===== src/rtl/gf3p97_cube_pkg.sv =====
package gf3p97_cube_pkg;

    // Field size and the middle exponent of the modulus x^M + x^K + 2.
    localparam int M         = 97;
    localparam int K         = 12;
    localparam int W         = 2 * M;
    localparam int IDX_W     = $clog2(M);
    localparam int MAX_TERMS = 3;
    localparam int POW_LEN   = 3 * M - 2;   // degrees 0 .. 3(M-1)
    localparam int FOLD_GAP  = M - K;       // x^k -> x^(k-FOLD_GAP) term

    typedef logic [1:0] trit_t;             // 0, 1, 2 ; 3 is illegal

    typedef struct packed {
        trit_t            coef;             // 0 marks an unused slot
        logic [IDX_W-1:0] src;              // input coefficient index
    } tap_t;

    typedef tap_t  [MAX_TERMS-1:0] tap_row_t;
    typedef tap_row_t [M-1:0]      cube_map_t;

    function automatic trit_t gf3_add(trit_t a, trit_t b);
        logic [2:0] s;
        s = {1'b0, a} + {1'b0, b};
        if (s >= 3'd3) s = s - 3'd3;
        return s[1:0];
    endfunction

    function automatic trit_t gf3_neg(trit_t a);
        return {a[0], a[1]};
    endfunction

    function automatic trit_t gf3_sub(trit_t a, trit_t b);
        return gf3_add(a, gf3_neg(b));
    endfunction

    function automatic trit_t gf3_scale(trit_t c, trit_t a);
        case (c)
            2'd1:    return a;
            2'd2:    return gf3_neg(a);
            default: return 2'd0;
        endcase
    endfunction

    function automatic logic elem_is_canonical(logic [W-1:0] v);
        logic ok;
        ok = 1'b1;
        for (int i = 0; i < M; i++) begin
            if (v[2*i +: 2] == 2'b11) ok = 1'b0;
        end
        return ok;
    endfunction

    // For each output coefficient, list the signed input taps. Each x^(3i)
    // is folded below degree M using x^M = 2x^K + 1.
    function automatic cube_map_t build_cube_map();
        cube_map_t               mp;
        logic [POW_LEN-1:0][1:0] pw;
        logic [M-1:0][1:0]       cnt;
        trit_t                   v;
        int                      c;
        mp  = '0;
        cnt = '0;
        for (int i = 0; i < M; i++) begin
            pw        = '0;
            pw[3*i]   = 2'd1;
            for (int k = POW_LEN - 1; k >= M; k--) begin
                v = pw[k];
                if (v != 2'd0) begin
                    pw[k]            = 2'd0;
                    pw[k - FOLD_GAP] = gf3_add(pw[k - FOLD_GAP], gf3_neg(v));
                    pw[k - M]        = gf3_add(pw[k - M], v);
                end
            end
            for (int j = 0; j < M; j++) begin
                c = int'(cnt[j]);
                if (pw[j] != 2'd0 && c < MAX_TERMS) begin
                    mp[j][c].coef = pw[j];
                    mp[j][c].src  = IDX_W'(i);
                    cnt[j]        = cnt[j] + 2'd1;
                end
            end
        end
        return mp;
    endfunction

endpackage


===== src/rtl/gf3_tap_sum.sv =====
module gf3_tap_sum
    import gf3p97_cube_pkg::*;
#(
    parameter tap_row_t TAPS = '0
) (
    input  trit_t [MAX_TERMS-1:0] terms,
    output trit_t                 sum
);
    trit_t [MAX_TERMS:0] partial;

    assign partial[0] = 2'd0;

    for (genvar t = 0; t < MAX_TERMS; t++) begin : g_term
        if (TAPS[t].coef == 2'd0) begin : g_idle
            assign partial[t+1] = partial[t];
        end else begin : g_live
            assign partial[t+1] = gf3_add(partial[t],
                                          gf3_scale(TAPS[t].coef, terms[t]));
        end
    end

    assign sum = partial[MAX_TERMS];

    logic unused_terms;
    assign unused_terms = ^terms;

endmodule


===== src/rtl/gf3p97_cube_net.sv =====
module gf3p97_cube_net
    import gf3p97_cube_pkg::*;
(
    input  logic [W-1:0] a,
    output logic [W-1:0] b
);
    localparam cube_map_t MAP = build_cube_map();

    for (genvar j = 0; j < M; j++) begin : g_coef
        trit_t [MAX_TERMS-1:0] terms;
        trit_t                 res;

        for (genvar t = 0; t < MAX_TERMS; t++) begin : g_pick
            localparam int SRC = int'(MAP[j][t].src);
            assign terms[t] = a[2*SRC +: 2];
        end

        gf3_tap_sum #(.TAPS(MAP[j])) u_sum (
            .terms (terms),
            .sum   (res)
        );

        assign b[2*j +: 2] = res;
    end

endmodule


===== src/rtl/gf3p97_cube.sv =====
module gf3p97_cube
    import gf3p97_cube_pkg::*;
(
    input  logic                clk,
    input  logic                rst,
    input  logic                elem_vld,
    input  logic [2*97-1:0]     elem_in,
    output logic                cube_vld,
    output logic [2*97-1:0]     cube_out
);
    logic [W-1:0] cube_comb;

    gf3p97_cube_net u_net (
        .a (elem_in),
        .b (cube_comb)
    );

    always_ff @(posedge clk) begin
        if (rst) begin
            cube_vld <= 1'b0;
            cube_out <= '0;
        end else begin
            cube_vld <= elem_vld;
            if (elem_vld) cube_out <= cube_comb;
        end
    end

    AST_IN_CANONICAL: assert property (@(posedge clk) disable iff (rst)
        elem_vld |-> elem_is_canonical(elem_in));
    AST_OUT_CANONICAL: assert property (@(posedge clk) disable iff (rst)
        elem_is_canonical(cube_out));
    AST_B1_DIFF: assert property (@(posedge clk) disable iff (rst)
        elem_vld |=> cube_out[3:2] ==
            gf3_sub($past(elem_in[131:130]), $past(elem_in[123:122])));
    AST_B2_WIRE: assert property (@(posedge clk) disable iff (rst)
        elem_vld |=> cube_out[5:4] == $past(elem_in[67:66]));
    AST_B96_WIRE: assert property (@(posedge clk) disable iff (rst)
        elem_vld |=> cube_out[193:192] == $past(elem_in[65:64]));
    AST_VALID_RISE: assert property (@(posedge clk) disable iff (rst)
        elem_vld |=> cube_vld);
    AST_VALID_FALL: assert property (@(posedge clk) disable iff (rst)
        !elem_vld |=> !cube_vld);
    AST_HOLD_IDLE: assert property (@(posedge clk) disable iff (rst)
        !elem_vld |=> $stable(cube_out));

endmodule


===== config.mk =====
export PLATFORM = sky130hd
export DESIGN_NAME = gf3p97_cube
export DESIGN_NICKNAME = d
export VERILOG_FILES = /design/src/rtl/gf3p97_cube_pkg.sv /design/src/rtl/gf3_tap_sum.sv /design/src/rtl/gf3p97_cube_net.sv /design/src/rtl/gf3p97_cube.sv
export SDC_FILE = /design/constraint.sdc
export NUM_CORES = 1
export LEC_CHECK = 0
export CORE_MARGIN = 1.5
export CORE_UTILIZATION = 56
export CTS_BUF_LIST = sky130_fd_sc_hd__clkbuf_8
export DETAILED_ROUTE_END_ITERATION = 10
export PLACE_DENSITY = 0.89
export SLEW_MARGIN = 10
export SYNTH_ARGS = -nofsm -noshare
export SYNTH_HDL_FRONTEND = slang
export SYNTH_SLANG_ARGS = --single-unit

===== constraint.sdc =====
create_clock -name clk -period 11.4 [get_ports clk]
set_input_delay 2.85 -clock clk [delete_from_list [all_inputs] [get_ports clk]]
set_output_delay 2.85 -clock clk [all_outputs]
set_load 0.02 [all_outputs]

==> results of run 1 <==
[area by class of cell]
class / count / area share (%)
timing repair buffer: 394 / 19.27
clock inverter: 15 / 0.9260
tap: 378 / 2.303
clock buffer: 17 / 1.139
multi-input combinational: 1327 / 57.32
sequential: 195 / 19.01
antenna: 3 / 0.03655
[final timing paths]
kind                               from                    endpoint  slack [ps]  cells past startpoint
min          cube_out[185]$_SDFFE_PP0P_  cube_out[185]$_SDFFE_PP0P_         450                      2
min reg2reg  cube_out[185]$_SDFFE_PP0P_  cube_out[185]$_SDFFE_PP0P_         450                      2
max                        elem_in[122]   cube_out[26]$_SDFFE_PP0P_        5160                     12
max reg2reg  cube_out[167]$_SDFFE_PP0P_  cube_out[167]$_SDFFE_PP0P_       10560                      2
[cells by family after synthesis]
logic type	after synthesis	share of synthesized area (%)
and+or+nand+nor	615	22.47
adders and majority gates	312	29.31
buffers and inverters	63	1.903
muxes	8	0.5011
DFF	195	24.43
AOI/OAI and AO/OA	392	21.38
[cell usage in the layout (no fill, tap or decap), types with 70 or more instances in the layout]
cell type,instances
dfxtp_1,195
a211oi_1,70
nor2b_1,137
ha_1,208
nand3b_1,70
nor3_1,104
fa_1,104
clkdlybuf4s50_1,389
nor2_1,179
[per-layer routing]
| metal | routed length [µm] | global-route usage (%) |
|---|---|---|
| met5 | 0 | 0 |
| met4 | 2425 | 16.60 |
| met3 | 2988 | 7.988 |
| met2 | 21380 | 51.37 |
| met1 | 16270 | 30.95 |
[metrics by stage]
step	setup WS (ps)	instance area [µm²]
2_1_floorplan	5422	15980
3_3_place_gp	4783	20110
3_5_place_dp	4665	20110
4_1_cts	5184	20530
5_1_grt	4988	20540
6_report	5161	20540
[power groups by stage]
stage	Clock, µW	Combinational (µW)	Sequential [µW]
after floorplan	0	778	901
after CTS	498	1320	799
final	486	1310	799
after detailed placement	0	1300	813
after global placement	0	1220	811
after global routing	526	1450	808
[registers in the layout, indices dropped and copies added (netlist names)]
register and cells:
cube_vld 1, cube_out 194
[cell usage after synthesis]
master,n,area [µm²]
buf_6,1,11.26
a211oi_1,70,525.5
a21o_1,2,15.01
a21oi_1,46,230.2
nor3_1,104,520.5
o32ai_1,67,586.8
o21a_1,4,30.03
nand2_1,7,26.28
a311oi_2,67,1006
o211ai_1,2,15.01
clkbuf_1,20,75.07
buf_2,39,195.2
or4b_1,67,670.6
dfxtp_1,195,3904
nand3b_1,70,525.5
o31ai_1,6,45.04
fa_1,104,2082
o21ai_0,31,155.2
nor2b_1,137,857.1
buf_4,3,22.52
a211oi_2,2,25.02
o32a_1,28,280.3
ha_1,208,2603
mux2i_1,8,80.08
nand2b_1,45,281.5
o21bai_1,67,503.0
nor2_1,179,671.9
or3_1,6,37.54
[worst min-delay path: cells and delay by family (launching register included)]
family | cells | cell delay, ps
simple gates | 2 | 90
flops | 1 | 330
==> reports/metrics.yaml, run 1 <==
layout-drive-gt1-share_pct: 5.441
ys_seq_area_share_pct: 24.43
start_kind: "primary input"
crit_fanout: 4
crit_family: "adder cells"
drcViolationCount: 2
cts_buffers: 17
synth_nets: 2094
core.rowCount: 61
setup-tns-final_ps: 0
violations: "design-rule violations"
p_per_area_mw_per_mm2: 126.5
multi_input_area_mm2: 0.01177
grt_pass1_vias: 14380
power_uw: 2598
hpwl_mm: 33.59
drtAntennaViolNets: 0
timing.final.crit_share_pct: 54.73
io_pins: 392
grt_pass1_wl_mm: 68.03
p_sw_uw: 1020
setup_viol: 0
p_int_uw: 1578
grt_overflow: 0
switching_share_pct: 39.25
yosysWarnings: 0
yosysUniqueCellTypes: 28
clock_latency_ps: 490
fp.coreArea_mm2: 0.02793
worstPathBufferInverterCount: 1
syn_to_final_growth_pct: 28.52
rsz0062_at_grt: "false"
io_buffer_count: 391
maxSlewHeadroom_pct: 28.62
grt_max_degree: 213
final_cells: 2329
clk_path_buf_depth: 2
clock_power_share_pct: 18.7
ys_ff_latch: 195
routed_wl_mm: 43.06
maxSlewViolCount: 0
fill_cells: 2027
fp.dieH_um: 171.9
grt_antenna_before_repair: 3
end_kind: "flip-flop"
num_vias: 14080
synth_area_mm2: 0.01598
grt_usage_pct: 28.98
hold_class: "reg -> reg"
cp_slowest_cell: "clkdlybuf4s50_1"
htreeDepth: 4
leakage_uw: 0.007852
critPathKind: "in -> reg"
ctsRootBufferMaster: "clkbuf_8"
post_cts_resized: 0
hold_viol_final: 0
fin_crit_ps: 6239
fin_util_pct: 73.52
nNetsFinal: 2444
avgSynthCellArea_um2: 10.08
cts_tree: "done"
p_seq_share_pct: 30.8
dp.cells: 2294
via_per_inst: 6.043
wire_per_inst_um: 18.49
regArea_mm2: 0.003904
drv_cap: 0
slowest_delay_ps: 500
fmax_mhz: 160.3
holdBufCountCts: 0
clock_skew_ps: 0
worstPathCellList: "clkdlybuf4s50_1, nor2b_1, ha_1, fa_1, ha_1, or3_1, a21oi_1, ha_1, fa_1, ha_1, or4b_1, a311oi_2"
dieArea_mm2: 0.02956
numClockSinks: 195
holdWs_ps: 453.9
die_w_um: 171.9
syn_inst: 1585
ir_drop_mv: 0.07843
status: "finished, violations left"
place_congestion: 0.8188
first_pass_iters: 8
crit_required_ps: 11810
combPwrFrac_pct: 50.5
first_iter_violations: 653
crit_top_cell: "ha_1"
path_clk_slew_ps: 110
post_cts_buffers: 0
worstPathArrival_ps: 6640
start_util_pct: 57.21
tightest_slew_ps: 1071
Power figures use the tool's default switching activity.
==> inputs of run 2 (changes only) <==
CORE_UTILIZATION = 47   (was 56)
PLACE_DENSITY = 0.8   (was 0.89)
clock period = 5.3 ns   (was 11.4 ns; I/O delays follow)
==> run 2 against run 1 <==
Effect of this change:
- the flow now finishes without violations
- worst setup slack worse by 4500 ps
- highest routed layer unchanged
- critical path depth up 1
- clock power up 120%
- die area up 19%
- combinational power up 110%
- critical endpoint is now cube_out[38]$_SDFFE_PP0P_
- count of clock-buffer cells in the layout unchanged
- largest power group unchanged
- wire length down 5.0%
==> reports/metrics.yaml, run 2 (synthesis results as in run 1) <==
first_pass_iters: 5
first_iter_violations: 448
numClockSinks: 195
drv_cap: 0
layout-drive-gt1-share_pct: 5.538
critPathKind: "in -> reg"
crit_fanout: 4
largest_register_ffs: 194
final_cell_mix: "clkdlybuf4s50_1 (389), ha_1 (208), dfxtp_1 (195)"
htreeDepth: 4
die_w_um: 187.4
hold_viol_final: 0
crit_cells: 13
setup-tns-final_ps: 0
via_per_inst: 5.736
grt_antenna_before_repair: 0
grt_max_degree: 128
fin_util_pct: 61.56
io_pins: 392
setup_viol: 0
path_clk_slew_ps: 110
fin_crit_ps: 4674
holdBufCountCts: 0
finalInstanceArea_mm2: 0.02064
drcViolationCount: 0
wire_per_inst_um: 17.07
hold_depth: 2
cts_buffers: 17
start_kind: "primary input"
n_antenna_cell: 0
clk_path_buf_depth: 2
placed_area_mm2: 0.02021
drtAntennaViolNets: 0
end_kind: "flip-flop"
grt_usage_pct: 23.31
nNetsFinal: 2446
hpwl_mm: 32.24
tightest_slew_ps: 1053
clock_skew_ps: 0
core.rowCount: 67
fin_ws_ps: 625.9
p_per_area_mw_per_mm2: 268.9
place_congestion: 0.8100
worstPathCellList: "clkdlybuf4s50_1, nor2b_1, ha_1, fa_1, ha_1, nor2_1, nand3b_1, o21ai_0, ha_1, fa_1, ha_1, or4b_1, a311oi_2"
rsz0062_at_grt: "false"
fill_cells: 2784
slowest_delay_ps: 550
reg_top3: "cube_out (194), cube_vld (1)"
cts_tree: "done"
maxSlewHeadroom_pct: 29.64
grt_overflow: 0
worstPathBufferInverterCount: 1
holdWs_ps: 458.3
hold_class: "reg -> reg"
num_vias: 13760
post-place-ws_ps: 132.5
cp_slowest_cell: "or4b_1"
routed_wl_mm: 40.92
crit_top_cell: "ha_1"
leakage_uw: 0.007860
clock_latency_ps: 520
final_common_cell: "clkdlybuf4s50_1"
fp.dieH_um: 187.4
worstPathArrival_ps: 5100
status: "finished, final reports clean"
maxSlewViolCount: 0
post_cts_resized: 0
post_cts_buffers: 0
fp.coreArea_mm2: 0.03353
timing.final.crit_share_pct: 88.19
crit_family: "adder cells"
start_util_pct: 47.66
ir_drop_mv: 0.1533
reg2reg_depth: 2
grt_pass1_wl_mm: 66.93
fmax_mhz: 213.9
grt_pass1_vias: 13720
top_register: "cube_out"
io_buffer_count: 391
dieArea_mm2: 0.03512
syn_to_final_growth_pct: 29.18
ctsRootBufferMaster: "clkbuf_8"
crit_required_ps: 5730
==> run 2: changes by cell type in the layout (fill, tap and decap cells not counted), sizes merged <==
cell    previous run  this run
diode              3         0
buf                4         6
clkinv             6         8
bufinv             1         0
inv                7         6
==> run 2: tightest hold or removal path, stage by stage, from the launching register on <==
cell     delay [ps]
dfxtp_1         320
nand2_1          50
nand2_1          50
==> run 2: final timing paths <==
path                        startpoint                   endpoint  slack (ps)
max reg2reg  cube_out[46]$_SDFFE_PP0P_  cube_out[46]$_SDFFE_PP0P_        4520
max                       elem_in[126]  cube_out[38]$_SDFFE_PP0P_         630
min reg2reg  cube_out[15]$_SDFFE_PP0P_  cube_out[15]$_SDFFE_PP0P_         460
min          cube_out[15]$_SDFFE_PP0P_  cube_out[15]$_SDFFE_PP0P_         460
==> run 2: metal layers <==
layer	up-vias	track usage, %	wire (µm)
li1	6800	-	-
met1	6585	27.56	17210
met2	306	41.08	20130
met3	65	5.647	2402
met4	0	8.215	1181
met5	-	0	0
==> run 2: layout make-up <==
cell class,count,area [µm²],share of cell area [%]
timing repair buffer,396,3973,19.24
clock inverter,15,200.2,0.9698
tap,448,560.5,2.715
clock buffer,17,234.0,1.133
multi-input combinational,1327,11770,57.03
sequential,195,3904,18.91
==> run 2: power by group <==
group / internal, µW / switching [µW]
Clock: 371 / 686
Combinational: 1350 / 1420
Sequential: 1630 / 86.8
==> run 2: per-stage QoR <==
stage | total power [µW] | cells
3_5_place_dp | 4522 | 2366
4_1_cts | 5599 | 2398
6_report | 5551 | 2398
5_1_grt | 5954 | 2398
3_3_place_gp | 4367 | 2366
2_1_floorplan | 3612 | 1585
